<file path="src/rtl/cpic_pkg.sv">
package cpic_pkg;
  localparam int NUM_IN = 8;
  localparam int DATA_W = 8;
  localparam int IDX_W  = $clog2(NUM_IN);

  typedef logic [NUM_IN-1:0] vec_t;

  typedef enum logic [1:0] {
    PH_RUN  = 2'd0,
    PH_BASE = 2'd1,
    PH_CASC = 2'd2,
    PH_MODE = 2'd3
  } phase_e;

  // {found, index} of the lowest-numbered (highest priority) set bit
  function automatic logic [IDX_W:0] first_set(vec_t v);
    logic [IDX_W:0] r;
    r = {1'b0, {IDX_W{1'b1}}};
    for (int i = NUM_IN - 1; i >= 0; i--) begin
      if (v[i]) r = {1'b1, IDX_W'(i)};
    end
    return r;
  endfunction

  // bits whose priority is strictly above every in-service bit
  function automatic vec_t above_service(vec_t isr);
    vec_t m;
    logic hit;
    m   = '0;
    hit = 1'b0;
    for (int i = 0; i < NUM_IN; i++) begin
      if (isr[i]) hit = 1'b1;
      if (!hit) m[i] = 1'b1;
    end
    return m;
  endfunction

  // clear the lowest set bit
  function automatic vec_t drop_top(vec_t v);
    return v & (v - vec_t'(1));
  endfunction

  function automatic vec_t onehot(logic [IDX_W-1:0] idx);
    return vec_t'(1) << idx;
  endfunction
endpackage

</file>
<file path="src/rtl/cpic_regs.sv">
module cpic_regs
  import cpic_pkg::*;
(
  input  logic                    clk,
  input  logic                    rst_n,
  input  logic                    wr_cmd,
  input  logic                    wr_data,
  input  logic                    rd_cmd,
  input  logic [DATA_W-1:0]       wdata,
  output logic                    init_ev,
  output logic                    eoi_ev,
  output logic                    poll_rd_ev,
  output vec_t                    mask,
  output logic [DATA_W-IDX_W-1:0] base_hi,
  output logic [DATA_W-1:0]       casc,
  output logic                    rd_isr_sel,
  output logic                    poll_q
);
  phase_e phase;
  logic   running;
  logic   ocw_wr;
  logic   ocw3_wr;

  assign running    = (phase == PH_RUN);
  assign init_ev    = wr_cmd && wdata[4];
  assign ocw_wr     = wr_cmd && !wdata[4] && running;
  assign ocw3_wr    = ocw_wr && wdata[3];
  assign eoi_ev     = ocw_wr && !wdata[3] && (wdata[7:5] == 3'b001);
  assign poll_rd_ev = rd_cmd && poll_q;

  always_ff @(posedge clk) begin
    if (!rst_n) begin
      phase      <= PH_RUN;
      mask       <= '1;
      base_hi    <= '0;
      casc       <= '0;
      rd_isr_sel <= 1'b0;
      poll_q     <= 1'b0;
    end else if (init_ev) begin
      phase      <= PH_BASE;
      mask       <= '0;
      rd_isr_sel <= 1'b0;
      poll_q     <= 1'b0;
    end else begin
      if (wr_data) begin
        unique case (phase)
          PH_BASE: begin
            base_hi <= wdata[DATA_W-1:IDX_W];
            phase   <= PH_CASC;
          end
          PH_CASC: begin
            casc  <= wdata;
            phase <= PH_MODE;
          end
          PH_MODE: phase <= PH_RUN;
          default: mask <= vec_t'(wdata);
        endcase
      end
      if (ocw3_wr) begin
        if (wdata[1]) rd_isr_sel <= wdata[0];
        if (wdata[2]) poll_q <= 1'b1;
      end
      if (poll_rd_ev) poll_q <= 1'b0;
    end
  end

  a_r2_init_clears_mask: assert property (@(posedge clk) disable iff (!rst_n)
    init_ev |=> (mask == '0) && !poll_q && !rd_isr_sel);

  a_r13_cmd_ignored_in_init: assert property (@(posedge clk) disable iff (!rst_n)
    (!running && wr_cmd && !wdata[4]) |=> $stable(rd_isr_sel) && $stable(poll_q));

  a_r7_poll_one_shot: assert property (@(posedge clk) disable iff (!rst_n)
    poll_rd_ev |=> !poll_q);
endmodule

</file>
<file path="src/rtl/cpic_request.sv">
module cpic_request
  import cpic_pkg::*;
(
  input  logic clk,
  input  logic rst_n,
  input  vec_t irq_in,
  input  logic clr_all,
  input  vec_t ack_vec,
  output vec_t irr
);
  vec_t prev;
  vec_t rise;

  assign rise = irq_in & ~prev;

  always_ff @(posedge clk) begin
    if (!rst_n) begin
      prev <= '0;
      irr  <= '0;
    end else begin
      prev <= irq_in;
      if (clr_all) irr <= '0;
      else         irr <= (irr & ~ack_vec) | rise;
    end
  end

  a_r4_set_needs_edge: assert property (@(posedge clk) disable iff (!rst_n)
    1'b1 |=> ((irr & ~$past(irr) & ~($past(irq_in) & ~$past(prev))) == '0));
endmodule

</file>
<file path="src/rtl/cpic_inservice.sv">
module cpic_inservice
  import cpic_pkg::*;
(
  input  logic clk,
  input  logic rst_n,
  input  logic clr_all,
  input  vec_t set_vec,
  input  logic eoi,
  output vec_t isr
);
  always_ff @(posedge clk) begin
    if (!rst_n)       isr <= '0;
    else if (clr_all) isr <= '0;
    else if (eoi)     isr <= drop_top(isr);
    else              isr <= isr | set_vec;
  end

  a_r9_eoi_drops_one: assert property (@(posedge clk) disable iff (!rst_n)
    (eoi && !clr_all && isr != '0) |=> ($countones(isr) == $countones($past(isr)) - 1));

  a_r7_ack_enters_service: assert property (@(posedge clk) disable iff (!rst_n)
    (set_vec != '0 && !clr_all && !eoi) |=> ((isr & $past(set_vec)) == $past(set_vec)));
endmodule

</file>
<file path="src/rtl/cpic_ctrl.sv">
module cpic_ctrl
  import cpic_pkg::*;
(
  input  logic              clk,
  input  logic              rst_n,
  input  logic              sel,
  input  logic              wr_en,
  input  logic              rd_en,
  input  logic              addr0,
  input  logic [DATA_W-1:0] wdata,
  output logic [DATA_W-1:0] rdata,
  input  logic [NUM_IN-1:0] irq_in,
  output logic              int_out,
  output logic [DATA_W-1:0] pend_vector,
  output logic [DATA_W-1:0] cascade_word
);
  logic                    wr_cmd, wr_data, rd_cmd, rd_any;
  logic                    init_ev, eoi_ev, poll_rd_ev;
  logic                    rd_isr_sel, poll_q;
  vec_t                    mask, irr, isr, elig, ack_vec;
  logic [DATA_W-IDX_W-1:0] base_hi;
  logic [DATA_W-1:0]       casc, poll_byte;
  logic [IDX_W:0]          win;
  logic                    has_win;
  logic [IDX_W-1:0]        win_idx;

  assign wr_cmd  = sel && wr_en && !addr0;
  assign wr_data = sel && wr_en && addr0;
  assign rd_cmd  = sel && rd_en && !addr0;
  assign rd_any  = sel && rd_en;

  cpic_regs u_regs (
    .clk        (clk),
    .rst_n      (rst_n),
    .wr_cmd     (wr_cmd),
    .wr_data    (wr_data),
    .rd_cmd     (rd_cmd),
    .wdata      (wdata),
    .init_ev    (init_ev),
    .eoi_ev     (eoi_ev),
    .poll_rd_ev (poll_rd_ev),
    .mask       (mask),
    .base_hi    (base_hi),
    .casc       (casc),
    .rd_isr_sel (rd_isr_sel),
    .poll_q     (poll_q)
  );

  cpic_request u_req (
    .clk     (clk),
    .rst_n   (rst_n),
    .irq_in  (irq_in),
    .clr_all (init_ev),
    .ack_vec (ack_vec),
    .irr     (irr)
  );

  cpic_inservice u_isr (
    .clk     (clk),
    .rst_n   (rst_n),
    .clr_all (init_ev),
    .set_vec (ack_vec),
    .eoi     (eoi_ev),
    .isr     (isr)
  );

  assign elig    = irr & ~mask & above_service(isr);
  assign win     = first_set(elig);
  assign has_win = win[IDX_W];
  assign win_idx = win[IDX_W-1:0];
  assign ack_vec = (poll_rd_ev && has_win) ? onehot(win_idx) : '0;

  assign poll_byte = has_win ? {1'b1, {(DATA_W-1-IDX_W){1'b0}}, win_idx}
                             : DATA_W'(NUM_IN - 1);

  always_comb begin
    if (!rd_any)          rdata = '0;
    else if (addr0)       rdata = DATA_W'(mask);
    else if (poll_q)      rdata = poll_byte;
    else if (rd_isr_sel)  rdata = DATA_W'(isr);
    else                  rdata = DATA_W'(irr);
  end

  assign int_out      = has_win;
  assign pend_vector  = {base_hi, win_idx};
  assign cascade_word = casc;

  a_r6_int_needs_request: assert property (@(posedge clk) disable iff (!rst_n)
    int_out |-> ((irr & ~mask) != '0));

  a_r5_ack_outranks_service: assert property (@(posedge clk) disable iff (!rst_n)
    (ack_vec != '0) |-> ((isr & (ack_vec | (ack_vec - vec_t'(1)))) == '0));

  a_r8_empty_poll_keeps_service: assert property (@(posedge clk) disable iff (!rst_n)
    (poll_rd_ev && !int_out && !init_ev) |=> $stable(isr));

  a_r7_ack_single: assert property (@(posedge clk) disable iff (!rst_n)
    $onehot0(ack_vec));
endmodule

</file>
<file path="config.mk">
export PLATFORM = sky130hd
export DESIGN_NAME = cpic_ctrl
export DESIGN_NICKNAME = d
export VERILOG_FILES = /design/src/rtl/cpic_pkg.sv /design/src/rtl/cpic_regs.sv /design/src/rtl/cpic_request.sv /design/src/rtl/cpic_inservice.sv /design/src/rtl/cpic_ctrl.sv
export SDC_FILE = /design/constraint.sdc
export NUM_CORES = 1
export LEC_CHECK = 0
export ABC_AREA = 1
export BUFFER_PORTS_ARGS = -buffer_cell sky130_fd_sc_hd__buf_4
export CORE_MARGIN = 10
export CORE_UTILIZATION = 50
export CTS_BUF_LIST = sky130_fd_sc_hd__clkbuf_4
export DETAILED_ROUTE_END_ITERATION = 16
export PLACE_DENSITY = 0.74
export SLEW_MARGIN = 5
export SYNTH_ARGS = -nofsm -noshare
export SYNTH_HDL_FRONTEND = slang
export SYNTH_SLANG_ARGS = --single-unit
</file>
<file path="constraint.sdc">
create_clock -name clk -period 1.9 [get_ports clk]
set_clock_uncertainty 0.2 [all_clocks]
set_input_delay 0.285 -clock clk [delete_from_list [all_inputs] [get_ports clk]]
set_output_delay 0.285 -clock clk [all_outputs]
set_load 0.02 [all_outputs]
</file>
==> Yosys cells after proc, flatten, opt, wreduce, memory -nomap -nowiden <==
Index checks and enable logic that the tools add are counted.
{ "op_classes": {"add_sub_neg": 1, "mul": 0, "div": 0, "n_lt_le_gt_ge": 0, "n_eq_ne": 5, "shifts": 1, "muxes": 37, "bitwise_logic": 12, "n_reduce_logical": 30} }
{ "ops": {"columns": ["cell", "count"], "rows": [
  ["8-bit two-way mux", 10],
  ["8-bit bitwise AND", 5],
  ["4-bit two-way mux", 8],
  ["8-bit NOT", 3],
  ["1-bit two-way mux", 18],
  ["8-bit bitwise OR", 2],
  ["1-bit logical AND", 13],
  ["2-bit AND reduction", 5],
  ["1-bit by 3-bit << shifter with 8-bit output (first input constant)", 1],
  ["8-bit by 1-bit subtractor with 8-bit output (second input constant)", 1],
  ["2-bit one-hot mux with 3 select lines", 1],
  ["3-bit AND reduction", 2],
  ["3-bit OR reduction", 2],
  ["2-bit == test (second input constant)", 2],
  ["4-bit nonzero test", 1],
  ["3-bit by 1-bit == test with 1-bit output (second input constant)", 1],
  ["1-bit zero test", 3],
  ["3-bit nonzero test", 1],
  ["2-bit by 1-bit == test with 1-bit output (second input constant)", 1],
  ["2-bit zero test", 1],
  ["2-bit by 1-bit != test with 1-bit output (second input constant)", 1],
  ["1-bit NOT", 2],
  ["2-bit nonzero test", 1],
  ["2-bit OR reduction", 1]
]} }
{ "totals": {"regBits": 49, "latch_bits": 0, "ram_bits": 0, "mem_bits_ro": 0, "in_bits": 22, "output_inout_bits": 25, "elab_cells": 96, "mem_count": 0} }

==> Longest topological paths before layout <==
{ "logic_depth": {"ltp_word": 23, "ltp_mapped": 12, "mapped_depth_nobuf": 12} }

==> Cells and area by module <==
From an unflattened synthesis, not the netlist that was laid out.
{ "hier_totals": {"hier_cells": 387, "area_unflattened_um2": 2695.1} }
{ "by_module_without_submodules": {"columns": ["mod", "instances", "cells_each", "area_each_um2", "seq_area_each_um2"], "rows": [
  ["cpic_regs", 1, 146, 1151.1, 500.5],
  ["cpic_request", 1, 75, 605.6, 320.3],
  ["cpic_ctrl", 1, 111, 565.5, 0.0],
  ["cpic_inservice", 1, 55, 372.9, 160.2]
]} }

==> Least setup slack after synthesis <==
No wires, ideal clock.
{ "synth_path": {"path_kind": "register -> output", "start": "register u_isr.isr[0]", "end": "output rdata[2]", "arrival_ns": 1.565, "required_ns": 1.415, "slack_ns": -0.150, "path_stages_with_launch": 7, "path_buffers": 0, "cell_sequence": "dfxtp_1 -> inv_1 -> nand3_2 -> nand2_1 -> nor2_4 -> inv_2 -> a221oi_1"} }
{ "synth_via": {"elab_cells_between_ends": 29, "classes_between": "mux (28); bitwise (1)"} }
{ "synth_rtl": {"columns": ["element", "line", "text"], "rows": [
  ["start, declared", "cpic_inservice.sv:9", "output vec_t isr"],
  ["start signal, assigned", "cpic_inservice.sv:14", "else if (eoi) isr <= drop_top(isr);"],
  ["start signal, assigned", "cpic_inservice.sv:15", "else isr <= isr | set_vec;"],
  ["1-bit two-way mux (*)", "cpic_pkg.sv:32", "if (isr[i]) hit = 1'b1;"],
  ["1-bit two-way mux (6 in a row)", "cpic_pkg.sv:32", null],
  ["1-bit two-way mux", "cpic_pkg.sv:33", "if (!hit) m[i] = 1'b1;"],
  ["8-bit bitwise AND (*)", "cpic_ctrl.sv:67", "assign elig = irr & ~mask & above_service(isr);"],
  ["4-bit two-way mux (6 in a row)", "cpic_pkg.sv:20", "if (v[i]) r = {1'b1, IDX_W'(i)};"],
  ["4-bit two-way mux (*)", "cpic_pkg.sv:20", null],
  ["net pend_vector[2]", "cpic_ctrl.sv:14", "output logic [DATA_W-1:0] pend_vector,"],
  ["8-bit two-way mux (*)", "cpic_ctrl.sv:73", "assign poll_byte = has_win ? {1'b1, {(DATA_W-1-IDX_W){1'b0}}, win_idx}"],
  ["8-bit two-way mux (*)", "cpic_ctrl.sv:79", "else if (poll_q) rdata = poll_byte;"],
  ["8-bit two-way mux (*)", "cpic_ctrl.sv:78", "else if (addr0) rdata = DATA_W'(mask);"],
  ["8-bit two-way mux (*)", "cpic_ctrl.sv:77", "if (!rd_any) rdata = '0;"],
  ["end, declared", "cpic_ctrl.sv:11", "output logic [DATA_W-1:0] rdata,"]
]} }
The timed path passes the listed nets; every way through them passes the cells marked *.

==> Final worst setup path <==
{ "layout_path": {"start": "register u_isr.isr[0]", "end": "output rdata[0]"} }
{ "layout_via": {"elab_chain_cells": 22, "elab_cells_between_ends": 30, "classes_between": "mux (29); bitwise (1)"} }
{ "layout_rtl": {"columns": ["element", "line"], "rows": [
  ["1-bit two-way mux (8 in a row)", "cpic_pkg.sv:32"],
  ["1-bit two-way mux", "cpic_pkg.sv:33"],
  ["8-bit bitwise AND", "cpic_ctrl.sv:67"],
  ["4-bit two-way mux (8 in a row)", "cpic_pkg.sv:20"],
  ["8-bit two-way mux", "cpic_ctrl.sv:73"],
  ["8-bit two-way mux (*)", "cpic_ctrl.sv:79"],
  ["8-bit two-way mux (*)", "cpic_ctrl.sv:78"],
  ["8-bit two-way mux (*)", "cpic_ctrl.sv:77"]
]} }
Mark *: on every way between the ends. The rest lies on a longest branch, timed or not.

==> qor.yml <==
status:
  status: "complete, but fails checks"
  violations: "negative setup slack"
setup_path:
  worst_path_most_repeated_cell: "nand2_2"
  cp_top_family: "simple AND/OR/NAND/NOR gates"
  worst_setup_path_start_kind: "register"
  cp.depth: 13
  path_cells: "nor2_4 > nand2_2 > nor2_4 > nand3_2 > nand2_2 > nand2_2 > nand2_2 > nand2_2 > nand2_2 > nand2_1 > o21ai_1 > a21oi_2 > buf_6"
  cp-end-kind: "output port"
  critical_path_class: "register to output port"
  slowest_stage: "dfxtp_2"
  critical_path.max_stage_delay_ps: 360
  r2r_end: "u_req.irr[1]$_SDFF_PP0_"
  worstPathArrival_ps: 1940
  worstPathRequired_ps: 1410
  rrSetupSlack_ps: -250
  cp_num_buf_inv: 1
  cp_max_fo: 4
  worst_r2r_path_depth: 13
  cp-startpoint: "u_isr.isr[0]$_SDFF_PP0_"
  rr_startpoint: "u_isr.isr[0]$_SDFF_PP0_"
logic_synthesis:
  synth_area_sq_um: 2370
  synth_top_area_share_pct: 41.5
  synth_most_common_cell: "nand2_1"
  yosysUniqueCellTypes: 32
  ys.warnings.count: 0
  synthTopCellsByCount: "52 x nand2_1, 50 x inv_1, 49 x dfxtp_1"
  yosysSeqAreaShare_pct: 41.5
  ys_seq_elements: 49
  synth_async_sr_flop_share_pct: 0
  ys_top_cells_by_area: "dfxtp_1 41%, nand2_1 8.2%, inv_1 7.9%, o21ai_0 6.6%, a21oi_1 6.3%"
  postSynthCellCount: 323
  ys_dominant_reg_cell: "dfxtp_1"
  synth_largest_area_cell: "dfxtp_1"
  syn-num-nets: 352
  synth-edff-count: 0
  synth_area_per_cell_sq_um: 7.33
routing:
  dr.pass1.iters: 5
  wl_per_cell_um: 17.6
  avgViaCountPerCell: 5.57
  drcViolationCount: 0
  antenna_left: 0
  vias: 2705
  wirelength_um: 8550
  detail_route.iter0.violations: 339
layout:
  nets: 462
  antennaDiodeCount: 0
  seqCellArea_sq_um: 995
  fill_cells: 299
  multi_input_area_sq_um: 1340
  fin_area_sq_um: 3540
  layout.cells.non_filler: 486
  drive_gt1_share_pct: 39.9
  area_growth_pct: 49.4
die:
  rows: 24
  die_h_um: 88.8
  boundaryPins: 47
  die_area_sq_um: 7880
  core_area_sq_um: 4470
  initial_core_util_pct: 52.9
  die_w_um: 88.8
global_routing:
  met2_usage_pct: 31.8
  use_met1_pct: 24.5
  grt-busiest-layer: "met2"
  track_usage_pct: 19.7
  grt_use_met3_pct: 4.87
  antenna_found_initial: 0
  grt_pass1_wl_um: 12100
  grt.overflow.total: 0
  grt_pass1_vias: 2454
  grt_start_max_net_pins: 16
sta:
  fin_setup_tns_ps: -5900
  hold_violations: 0
  setup_ws_ps: -526
  finalMaxSlewViolations: 0
  relSlewSlack_pct: 73.5
  grt_setup_unrepaired: "yes"
  period_needed_ps: 2430
  fin_crit_sh_pct: 128
  hold_ws_ps: 27.1
  max_freq_mhz: 412
  setup_viol: 27
  worst_pin_slew_ps: 396
cts:
  cts.clk_slew.worst_paths_ps: 130
  cts_tree: "done"
  clock_sinks: 49
  clock_tree.root_cell: "clkbuf_4"
  cts_buffers: 5
  ctsLongestPathBuffers: 2
  cts.htree.levels: 2
  clk_latency_ps: 370
min_path:
  hp-start: "rst_n"
  hold_end: "u_req.prev[2]$_SDFF_PN0_"
  whs_path_depth: 3
  hold_path.class: "input port to register"
placed_design:
  place_area_sq_um: 3000
  place_inst: 447
  globalplace.congestion: 1.08
  port_buffers: 46
  dp_hpwl_um: 5330
power:
  p_total_mw: 2.02
  powerDensity_nw_per_um2: 571
  leakage_nw: 1.70
  ir_drop_mv: 0.497
run:
  maxCapViolCount: 0
## registers in the layout (all words and copies together) (netlist names)
signal / flops
u_req.irr: 8
u_regs.rd_isr_sel: 1
u_regs.base_hi: 5
u_regs.phase: 2
u_req.prev: 8
u_regs.mask: 8
u_isr.isr: 8
u_regs.casc: 8
u_regs.poll_q: 1
## final cells by class
| type | instances | share of cell area, % |
|---|---|---|
| multi-input combinational | 213 | 37.9 |
| clock inverter | 3 | 0.495 |
| tap | 52 | 1.84 |
| timing repair buffer | 109 | 24.8 |
| inverter | 55 | 5.84 |
| clock buffer | 5 | 1.06 |
| sequential | 49 | 28.1 |
## repair_timing
action                                  4_1_cts  5_1_grt
hold buffers                                 14        0
endpoints found under the setup margin       12       30
gates resized for setup                      24       42
pin swaps                                    12       16
hold endpoints to repair                     25        0
setup buffers                                14        8
gates cloned                                  0        0
## through the flow
| step | setup WS (ps) | util, % |
|---|---|---|
| 2_1_floorplan | 35.6 | - |
| 3_3_place_gp | -4.81 | 66.9 |
| 3_5_place_dp | -36.8 | 66.9 |
| 4_1_cts | -399 | 74.9 |
| 5_1_grt | -629 | 79.0 |
| 6_report | -526 | 79.0 |
## routing by layer
| layer | vias up | routed length (um) |
|---|---|---|
| met5 | - | 0 |
| met4 | 0 | 405 |
| met3 | 50 | 749 |
| met2 | 159 | 3950 |
| met1 | 1221 | 3440 |
| li1 | 1275 | - |
## worst max path at each step
| stage | endpoint | slack, ps |
|---|---|---|
| 2_1_floorplan | rdata[2] | 40 |
| 3_3_place_gp | rdata[0] | -5 |
| 3_5_place_dp | rdata[0] | -40 |
| 4_1_cts | rdata[7] | -400 |
| 5_1_grt | rdata[0] | -630 |
| 6_report | rdata[0] | -530 |
## power by group
part / switching (mW) / internal (mW) / total [mW]
clock: 0.333 / 0.140 / 0.473
sequential: 0.0251 / 1.07 / 1.09
combinational: 0.253 / 0.203 / 0.456
total: 0.611 / 1.41 / 2.02
## cells by family after synthesis
family          synth area share, %
simple gates                   23.9
compound gates                 20.9
fa+ha+maj                      3.70
buf+inv                        10.0
flops                          41.5
## cells in the final DEF, fill, tap and decap left out, types with 2 or more instances in the layout
cell / n
nand4_1: 2
inv_2: 8
a221o_1: 4
buf_4: 89
buf_6: 6
dfxtp_2: 8
o21ai_1: 10
dlygate4sd3_1: 14
nor2_1: 28
clkinv_2: 2
clkbuf_4: 5
o21ai_0: 25
o221ai_1: 3
o21ai_2: 3
nand2_1: 42
nand3_4: 3
ha_1: 7
a21oi_1: 24
inv_1: 47
nor2_4: 6
nand3_2: 8
nor2_2: 7
a21oi_2: 7
o211ai_1: 5
nor3_1: 2
dfxtp_1: 40
nand3_1: 4
nand2_2: 13
## worst register-to-register path: stages (launching register included)
cell     delay [ps]
dfxtp_2         360
nor2_4          170
buf_4           170
nand3_2         130
nand2_2         150
nor2_4           60
inv_2            90
buf_4           110
buf_4           120
nand2_1          60
nor2_2          160
nand4_1         150
nand2_1          90
a21oi_1          50
(Power assumes the default switching activity.)
